--- src/rtl/ecclog_pkg.sv ---
package ecclog_pkg;
    // Byte offsets of the register map
    localparam int OFS_CTRL    = 'h00;
    localparam int OFS_STATUS  = 'h04;
    localparam int OFS_MASK    = 'h08;
    localparam int OFS_ENABLE  = 'h0C;
    localparam int OFS_DISABLE = 'h10;
    localparam int OFS_ECCCTL  = 'h14;
    localparam int OFS_CE_ADDR = 'h1C;
    localparam int OFS_CE_DLO  = 'h20;
    localparam int OFS_CE_DHI  = 'h24;
    localparam int OFS_UE_ADDR = 'h34;
    localparam int OFS_UE_DLO  = 'h38;
    localparam int OFS_UE_DHI  = 'h3C;

    // Event sources: index 0 = correctable, index 1 = uncorrectable
    localparam int NUM_SRC  = 2;
    localparam int SRC_CE   = 0;
    localparam int SRC_UE   = 1;
    localparam int BIT_LO   = 6;            // status bit of source 0
    localparam int BIT_HI   = BIT_LO + NUM_SRC - 1;
    localparam int LOG_DW   = 64;
    localparam int REG_DW   = 32;

    typedef enum logic {
        SLOT_EMPTY = 1'b0,
        SLOT_HELD  = 1'b1
    } slot_state_e;
endpackage

--- src/rtl/ecclog_slot.sv ---
module ecclog_slot
    import ecclog_pkg::*;
#(
    parameter int ADDR_W = 18,
    parameter int DATA_W = LOG_DW
) (
    input  logic              clk,
    input  logic              rst_n,
    input  logic              ev_valid,
    input  logic [ADDR_W-1:0] ev_addr,
    input  logic [DATA_W-1:0] ev_data,
    input  logic              clr,
    output logic              held,
    output logic [ADDR_W-1:0] log_addr,
    output logic [DATA_W-1:0] log_data
);
    slot_state_e state_q, state_d;
    logic        capture;

    // next-state: capture / hold / release
    always_comb begin
        state_d = state_q;
        unique case (state_q)
            SLOT_EMPTY: if (ev_valid)         state_d = SLOT_HELD;
            SLOT_HELD:  if (clr && !ev_valid) state_d = SLOT_EMPTY;
            default:                          state_d = state_q;
        endcase
    end

    always_ff @(posedge clk) begin
        if (!rst_n) state_q <= SLOT_EMPTY;
        else        state_q <= state_d;
    end

    assign capture = (state_q == SLOT_EMPTY) && ev_valid;

    // outputs: log registers written only on the capture transition
    always_ff @(posedge clk) begin
        if (!rst_n) begin
            log_addr <= '0;
            log_data <= '0;
        end else if (capture) begin
            log_addr <= ev_addr;
            log_data <= ev_data;
        end
    end

    assign held = (state_q == SLOT_HELD);

    p_event_sets_r2: assert property (@(posedge clk) disable iff (!rst_n)
        ev_valid |=> held);
    p_log_frozen_r4: assert property (@(posedge clk) disable iff (!rst_n)
        held |=> ($stable(log_addr) && $stable(log_data)));
    p_event_wins_r6: assert property (@(posedge clk) disable iff (!rst_n)
        (ev_valid && clr) |=> held);
    p_clear_r5: assert property (@(posedge clk) disable iff (!rst_n)
        (held && clr && !ev_valid) |=> !held);
endmodule

--- src/rtl/ecclog_irqctl.sv ---
module ecclog_irqctl
    import ecclog_pkg::*;
#(
    parameter int NSRC = NUM_SRC
) (
    input  logic            clk,
    input  logic            rst_n,
    input  logic [NSRC-1:0] pend,
    input  logic            en_wr,
    input  logic            dis_wr,
    input  logic [NSRC-1:0] wbits,
    output logic [NSRC-1:0] mask,
    output logic            irq
);
    logic [NSRC-1:0] mask_q;
    logic            irq_q;

    always_ff @(posedge clk) begin
        if (!rst_n) begin
            mask_q <= '1;
            irq_q  <= 1'b0;
        end else begin
            if (en_wr)       mask_q <= mask_q & ~wbits;
            else if (dis_wr) mask_q <= mask_q | wbits;
            irq_q <= |(pend & ~mask_q);
        end
    end

    assign mask = mask_q;
    assign irq  = irq_q;

    p_enable_clears_r7: assert property (@(posedge clk) disable iff (!rst_n)
        en_wr |=> ((mask & $past(wbits)) == '0));
    p_disable_sets_r7: assert property (@(posedge clk) disable iff (!rst_n)
        dis_wr |=> ((mask & $past(wbits)) == $past(wbits)));
    p_irq_latency_r8: assert property (@(posedge clk) disable iff (!rst_n)
        (pend == '0) |=> !irq);
endmodule

--- src/rtl/ecclog_regs.sv ---
module ecclog_regs
    import ecclog_pkg::*;
#(
    parameter int REG_AW = 8,
    parameter int ADDR_W = 18
) (
    input  logic              clk,
    input  logic              rst_n,
    input  logic              reg_wen,
    input  logic [REG_AW-1:0] reg_addr,
    input  logic [31:0]       reg_wdata,
    output logic [31:0]       reg_rdata,
    input  logic              ce_valid,
    input  logic [ADDR_W-1:0] ce_addr,
    input  logic [63:0]       ce_data,
    input  logic              ue_valid,
    input  logic [ADDR_W-1:0] ue_addr,
    input  logic [63:0]       ue_data,
    output logic              irq,
    output logic              ecc_enable,
    output logic [31:0]       cfg_ctrl
);
    localparam int HALF = LOG_DW / 2;

    logic              ev_v   [NUM_SRC];
    logic [ADDR_W-1:0] ev_a   [NUM_SRC];
    logic [LOG_DW-1:0] ev_d   [NUM_SRC];
    logic [ADDR_W-1:0] lg_a   [NUM_SRC];
    logic [LOG_DW-1:0] lg_d   [NUM_SRC];
    logic [NUM_SRC-1:0] held, mask, wbits, clr;
    logic wr_status, wr_enable, wr_disable, wr_ctrl, wr_eccctl, wr_mask;
    logic [31:0] ctrl_q;
    logic        ecc_q;

    assign ev_v[SRC_CE] = ce_valid;
    assign ev_a[SRC_CE] = ce_addr;
    assign ev_d[SRC_CE] = ce_data;
    assign ev_v[SRC_UE] = ue_valid;
    assign ev_a[SRC_UE] = ue_addr;
    assign ev_d[SRC_UE] = ue_data;

    assign wbits      = reg_wdata[BIT_HI:BIT_LO];
    assign wr_ctrl    = reg_wen && (reg_addr == REG_AW'(OFS_CTRL));
    assign wr_status  = reg_wen && (reg_addr == REG_AW'(OFS_STATUS));
    assign wr_mask    = reg_wen && (reg_addr == REG_AW'(OFS_MASK));
    assign wr_enable  = reg_wen && (reg_addr == REG_AW'(OFS_ENABLE));
    assign wr_disable = reg_wen && (reg_addr == REG_AW'(OFS_DISABLE));
    assign wr_eccctl  = reg_wen && (reg_addr == REG_AW'(OFS_ECCCTL));
    assign clr        = wr_status ? wbits : '0;

    for (genvar s = 0; s < NUM_SRC; s++) begin : g_slot
        ecclog_slot #(.ADDR_W(ADDR_W), .DATA_W(LOG_DW)) u_slot (
            .clk      (clk),
            .rst_n    (rst_n),
            .ev_valid (ev_v[s]),
            .ev_addr  (ev_a[s]),
            .ev_data  (ev_d[s]),
            .clr      (clr[s]),
            .held     (held[s]),
            .log_addr (lg_a[s]),
            .log_data (lg_d[s])
        );
    end

    ecclog_irqctl #(.NSRC(NUM_SRC)) u_irq (
        .clk    (clk),
        .rst_n  (rst_n),
        .pend   (held),
        .en_wr  (wr_enable),
        .dis_wr (wr_disable),
        .wbits  (wbits),
        .mask   (mask),
        .irq    (irq)
    );

    always_ff @(posedge clk) begin
        if (!rst_n) begin
            ctrl_q <= '0;
            ecc_q  <= 1'b0;
        end else begin
            if (wr_ctrl)   ctrl_q <= reg_wdata;
            if (wr_eccctl) ecc_q  <= reg_wdata[0];
        end
    end

    assign cfg_ctrl   = ctrl_q;
    assign ecc_enable = ecc_q;

    always_comb begin
        reg_rdata = '0;
        unique case (reg_addr)
            REG_AW'(OFS_CTRL):    reg_rdata = ctrl_q;
            REG_AW'(OFS_STATUS):  reg_rdata[BIT_HI:BIT_LO] = held;
            REG_AW'(OFS_MASK):    reg_rdata[BIT_HI:BIT_LO] = mask;
            REG_AW'(OFS_ECCCTL):  reg_rdata[0] = ecc_q;
            REG_AW'(OFS_CE_ADDR): reg_rdata[ADDR_W-1:0] = lg_a[SRC_CE];
            REG_AW'(OFS_CE_DLO):  reg_rdata = lg_d[SRC_CE][HALF-1:0];
            REG_AW'(OFS_CE_DHI):  reg_rdata = lg_d[SRC_CE][LOG_DW-1:HALF];
            REG_AW'(OFS_UE_ADDR): reg_rdata[ADDR_W-1:0] = lg_a[SRC_UE];
            REG_AW'(OFS_UE_DLO):  reg_rdata = lg_d[SRC_UE][HALF-1:0];
            REG_AW'(OFS_UE_DHI):  reg_rdata = lg_d[SRC_UE][LOG_DW-1:HALF];
            default:              reg_rdata = '0;
        endcase
    end

    p_ecc_flag_r9: assert property (@(posedge clk) disable iff (!rst_n)
        wr_eccctl |=> (ecc_enable == $past(reg_wdata[0])));
    p_mask_readonly_r10: assert property (@(posedge clk) disable iff (!rst_n)
        wr_mask |=> $stable(mask));
endmodule

--- config.mk ---
export PLATFORM = sky130hd
export DESIGN_NAME = ecclog_regs
export DESIGN_NICKNAME = d
export VERILOG_FILES = /design/src/rtl/ecclog_pkg.sv /design/src/rtl/ecclog_slot.sv /design/src/rtl/ecclog_irqctl.sv /design/src/rtl/ecclog_regs.sv
export SDC_FILE = /design/constraint.sdc
export NUM_CORES = 1
export LEC_CHECK = 0
export ABC_AREA = 1
export BUFFER_PORTS_ARGS = -buffer_cell sky130_fd_sc_hd__buf_2
export CAP_MARGIN = 5
export CORE_MARGIN = 2
export CORE_UTILIZATION = 57
export CTS_BUF_LIST = sky130_fd_sc_hd__clkbuf_4 sky130_fd_sc_hd__clkbuf_8
export CTS_CLUSTER_SIZE = 24
export DETAILED_ROUTE_END_ITERATION = 6
export PLACE_DENSITY = 0.88
export SLEW_MARGIN = 20
export SYNTH_ARGS = -nofsm -noshare
export SYNTH_HDL_FRONTEND = slang
export SYNTH_SLANG_ARGS = --single-unit
--- constraint.sdc ---
create_clock -name clk -period 2.49 [get_ports clk]
set_input_delay 0.249 -clock clk [delete_from_list [all_inputs] [get_ports clk]]
set_output_delay 0.249 -clock clk [all_outputs]
set_load 0.02 [all_outputs]
* Yosys cells after proc, flatten, opt, wreduce, memory -nomap -nowiden
Index checks and enable logic that the tools add are counted.
** Cells by class
- Eq/ne operators :: 11
- Mux-type cells :: 14
- Bitwise gates (word level) :: 7
- Reductions and logical operators :: 14
** Operator list (number)
- case mux 10 bit (7 select lines) :: 1
- case mux 14 bit (5 select lines) :: 1
- equality test 8 x 6 -> 1 bit (second input constant) :: 5
- case mux 5 bit (7 select lines) :: 1
- equality test 8 x 5 -> 1 bit (second input constant) :: 3
- case mux 2 bit (9 select lines) :: 1
- equality test 8 x 4 -> 1 bit (second input constant) :: 2
- logical AND 1 bit :: 9
- equality test 8 x 3 -> 1 bit (second input constant) :: 1
- logical NOT 8 bit :: 1
- case mux 1 bit (8 select lines) :: 1
- two-way mux 2 bit :: 3
- bitwise AND 2 bit :: 2
- two-way mux 1 bit :: 4
- inverter 2 bit :: 2
- case mux 1 bit (2 select lines) :: 2
- logical NOT 1 bit :: 2
- inverter 1 bit :: 2
- OR 2 bit :: 1
- nonzero test 2 bit :: 1
- OR reduction 2 bit :: 1
** Storage, ports and cells
- Register bits :: 202
- Input bits :: 209
- Output and inout port bits :: 66

* Longest topological paths before layout
- Depth after elaboration :: 6
- Gate-level depth with buffers :: 9
- Depth with buffers taken out :: 9

* By module
A second synthesis with hierarchy kept.
** Unflattened totals
- Cells, all modules :: 1678
- Area, all modules :: 10229.8 um^2
** By module, submodules not included
- ecclog_slot :: times used 2, cells an instance 533, area each 3497.1 um^2, sequential area each 1661.6 um^2
- ecclog_regs :: times used 1, cells an instance 591, area each 3099.2 um^2, sequential area each 660.6 um^2
- ecclog_irqctl :: times used 1, cells an instance 21, area each 136.4 um^2, sequential area each 60.1 um^2

* Worst setup path before layout
Ideal clock, no wire load.
- Kind :: input to output
- Start point :: input port reg_addr[6]
- End point :: output port reg_rdata[27]
- Arrival :: 1.185 ns
- Slack :: 1.056 ns
- Stages :: 9
- Buffers on the path :: 2
- Cells stage by stage :: inv_1 -> nand2_1 -> nor2_2 -> buf_4 -> buf_4 -> nand3_1 -> nand2_1 -> inv_2 -> nand4_1
** On the way
- Word-level cells in the longest chain between the ends :: 2
- Elaborated cells on any way between the ends :: 6
** RTL lines
- start, declared :: line ecclog_regs.sv:10 : input logic [REG_AW-1:0] reg_addr,
- equality test 8 x 6 -> 1 bit / logical NOT 8 bit (equally long branches) :: line ecclog_regs.sv:91 : unique case (reg_addr)
- case mux 14 bit (5 select lines) (*) :: line ecclog_regs.sv:91
- end, declared :: line ecclog_regs.sv:12 : output logic [31:0] reg_rdata,
Every way passes the cells marked *; elsewhere a longest branch is shown, timed or not.

* Final worst setup path
- Start point :: input port reg_addr[1]
- End point :: output port reg_rdata[18]
The elaborated chain is that of the path after synthesis.

==> reports/results.tsv <==
metric	value	unit
outcome	finished clean	
Placer Congestion	0.925	
PwrDens	611	nW/um2
first-pass GRT wire length	55.7	mm
1st-iter DRT viols	1477	
CP startpoint	reg_addr[1]	
global-route met2 utilization	73.2	%
Port Buffer Count	274	
Final min period	2120	ps
CTS Root Buffer Type	clkbuf_8	
register area share after synthesis	45.7	%
initial antenna violation count	5	
endpoint kind of the worst setup timing path	output pin	
Max Clock Skew	38.9	ps
vias per cell	5.70	
final HPWL from detailed placement	20.5	mm
Final #Nets	1951	
met3 Use GR	10.5	%
total setup buffers inserted after CTS	0	
Net Sw Power	2.03	mW
total CTS buffers	34	
Yosys warning count	0	
Reg2Reg Launch Point	g_slot[1].u_slot.held$_SDFF_PN0_	
CTS tree	done	
post-cts resize count	0	
Max-Cap Viols	0	
Routed Antenna Nets	0	
Die Y-Extent	129	um
Initial Util	58.2	%
LEAKAGE	6.19	nW
Crit Path Category	in2out	
vias in the first global route	10671	
critical path arrival	1870	ps
row count	45	
startpoint types	primary input	
period utilization	85.0	%
Setup violations, final	0	
Final Max Tran Viols	0	
Mapped Avg Cell Area	6.68	um2
GRT met1 Usage	48.7	%
DRT Wirelength	37.3	mm
Post-Place Worst Slack	496	ps
clock network power share	41.9	%
Syn Nets	1534	
worst path required time	2240	ps
combinational share of power	12.3	%
final setup margin	374	ps
relative slew slack	49.0	%
GR Overflow Total	0	
ranking of synthesized cells by area	dfxtp_1 46%, nor2_1 18%, o21ai_0 10%	
min-delay src	ce_data[43]	
Max Freq	473	MHz
Worst-Skew Late Latency	540	ps
average wire per standard cell	19.0	um
RSZ-0062 raised after global routing	false	
Die Area	16500	um2
Post-Synthesis Cells	1325	
Yosys cell types	20	
core box area	15200	um2
CTS sink count	202	
I/O Pins	275	
highest-count cells in the layout ignoring fill and taps	434 x nor2_1, 273 x buf_2, 214 x nand2_1	
Pint	5.76	mW
share of layout cells above drive strength 1	21.5	%
leading area contributor after synthesis	dfxtp_1	
H-tree depth	2	
Mapped Area	8850	um2
Setup TNS	0	ps
grt peak-use layer	met2	
# DRC	0	
Least-Margin Pin Slew	765	ps
commonest non-fill, non-tap cell in the layout	nor2_1	
worst vdd ir	567	uV
Hold Buf Count CTS	171	
Clk pin slew, worst setup/hold paths	60	ps
area share of the largest cell type after synthesis	45.7	%
switching share of power	26.0	%
Seq cells post-synth	202	
largest net degree at the start of global routing	200	
GRT Util Overall	43.6	%
detailed-router iteration count before antenna repair	6	
Worst Path Max Fanout	16	
die width	129	um
CTS Buffer Depth	3	
Final Hold Fails	0	
routed via count	11180	
Flop pwr share	45.8	%
Layout Area Growth over Synthesis	43.9	%
Min-Delay Path Class	in2reg	
-- synthesized netlist by cell type --
library cell	count
buf_4	13
clkbuf_1	41
nor2_4	7
buf_2	25
o22ai_1	1
nand2_1	214
nand2_2	3
clkbuf_2	3
nand3_1	94
nor2_1	435
inv_2	8
buf_6	2
a21oi_1	11
o21ai_0	178
clkinv_2	1
nor2_2	6
nand4_1	15
inv_1	48
o21ai_1	18
dfxtp_1	202
-- worst paths after layout --
kind,endpoint,slack (ps),cells past startpoint
hold / removal,g_slot[0].u_slot.log_data[43]$_SDFFE_PN0P_,20,3
setup / recovery,reg_rdata[18],370,10
setup reg to reg,g_slot[1].u_slot.log_data[25]$_SDFFE_PN0P_,740,4
hold reg to reg,g_slot[0].u_slot.log_data[7]$_SDFFE_PN0P_,470,2
-- critical path, stage by stage --
cell	delay, ps
buf_2	130
inv_2	40
nand2_1	140
nor2_4	400
buf_4	310
nand3_1	110
nand2_1	110
inv_1	60
nand4_1	110
buf_2	190
-- cell families (layout without fill, tap and decap cells) --
group	count (synthesis)	in the layout	synth area share, %
simple gates	774	774	35.4
compound gates	208	208	11.8
flops	202	202	45.7
buf+inv	141	582	7.11
other cells	0	9	0
-- power groups by stage --
stage	registers [mW]	clock network, mW	logic [mW]
6_report	3.57	3.26	0.959
2_1_floorplan	3.59	0	0.395
3_3_place_gp	3.62	0	0.662
5_1_grt	3.58	3.37	1.03
4_1_cts	3.56	3.22	0.886
3_5_place_dp	3.62	0	0.674
-- registers in the layout (all words and copies together) (netlist names), named ones only --
register                cells
g_slot.u_slot.log_data    128
g_slot.u_slot.log_addr     36
cfg_ctrl                   32
g_slot.u_slot.held          2
ecc_enable                  1
u_irq.irq                   1
-- through the flow --
step,power [mW],cells,instance area (um2),utilization (%),hold slack [ps]
5_1_grt,7.99,1958,12700,83.7,22.6
6_report,7.79,1963,12700,83.8,19.2
3_3_place_gp,4.28,1722,10200,67.4,440
4_1_cts,7.66,1953,12700,83.6,0.670
2_1_floorplan,3.98,1325,8850,-,384
3_5_place_dp,4.30,1722,10200,67.4,454
-- layer usage --
layer / part of all wire [%] / wire (um) / up-vias
met5: 0 / 0 / -
met4: 7.9 / 2950 / 0
met3: 10 / 3830 / 227
met2: 47 / 17500 / 892
met1: 35 / 13100 / 5003
li1: - / - / 5058
-- final cells by class --
class	count	area [um2]
multi-input combinational	982	4200
sequential	202	4040
timing repair buffer	465	3280
fill	908	2460
clock buffer	56	696
tap	188	235
inverter	57	215
clock inverter	4	53.8
antenna	9	22.5
No activity file was read; power rests on OpenSTA's default activity.
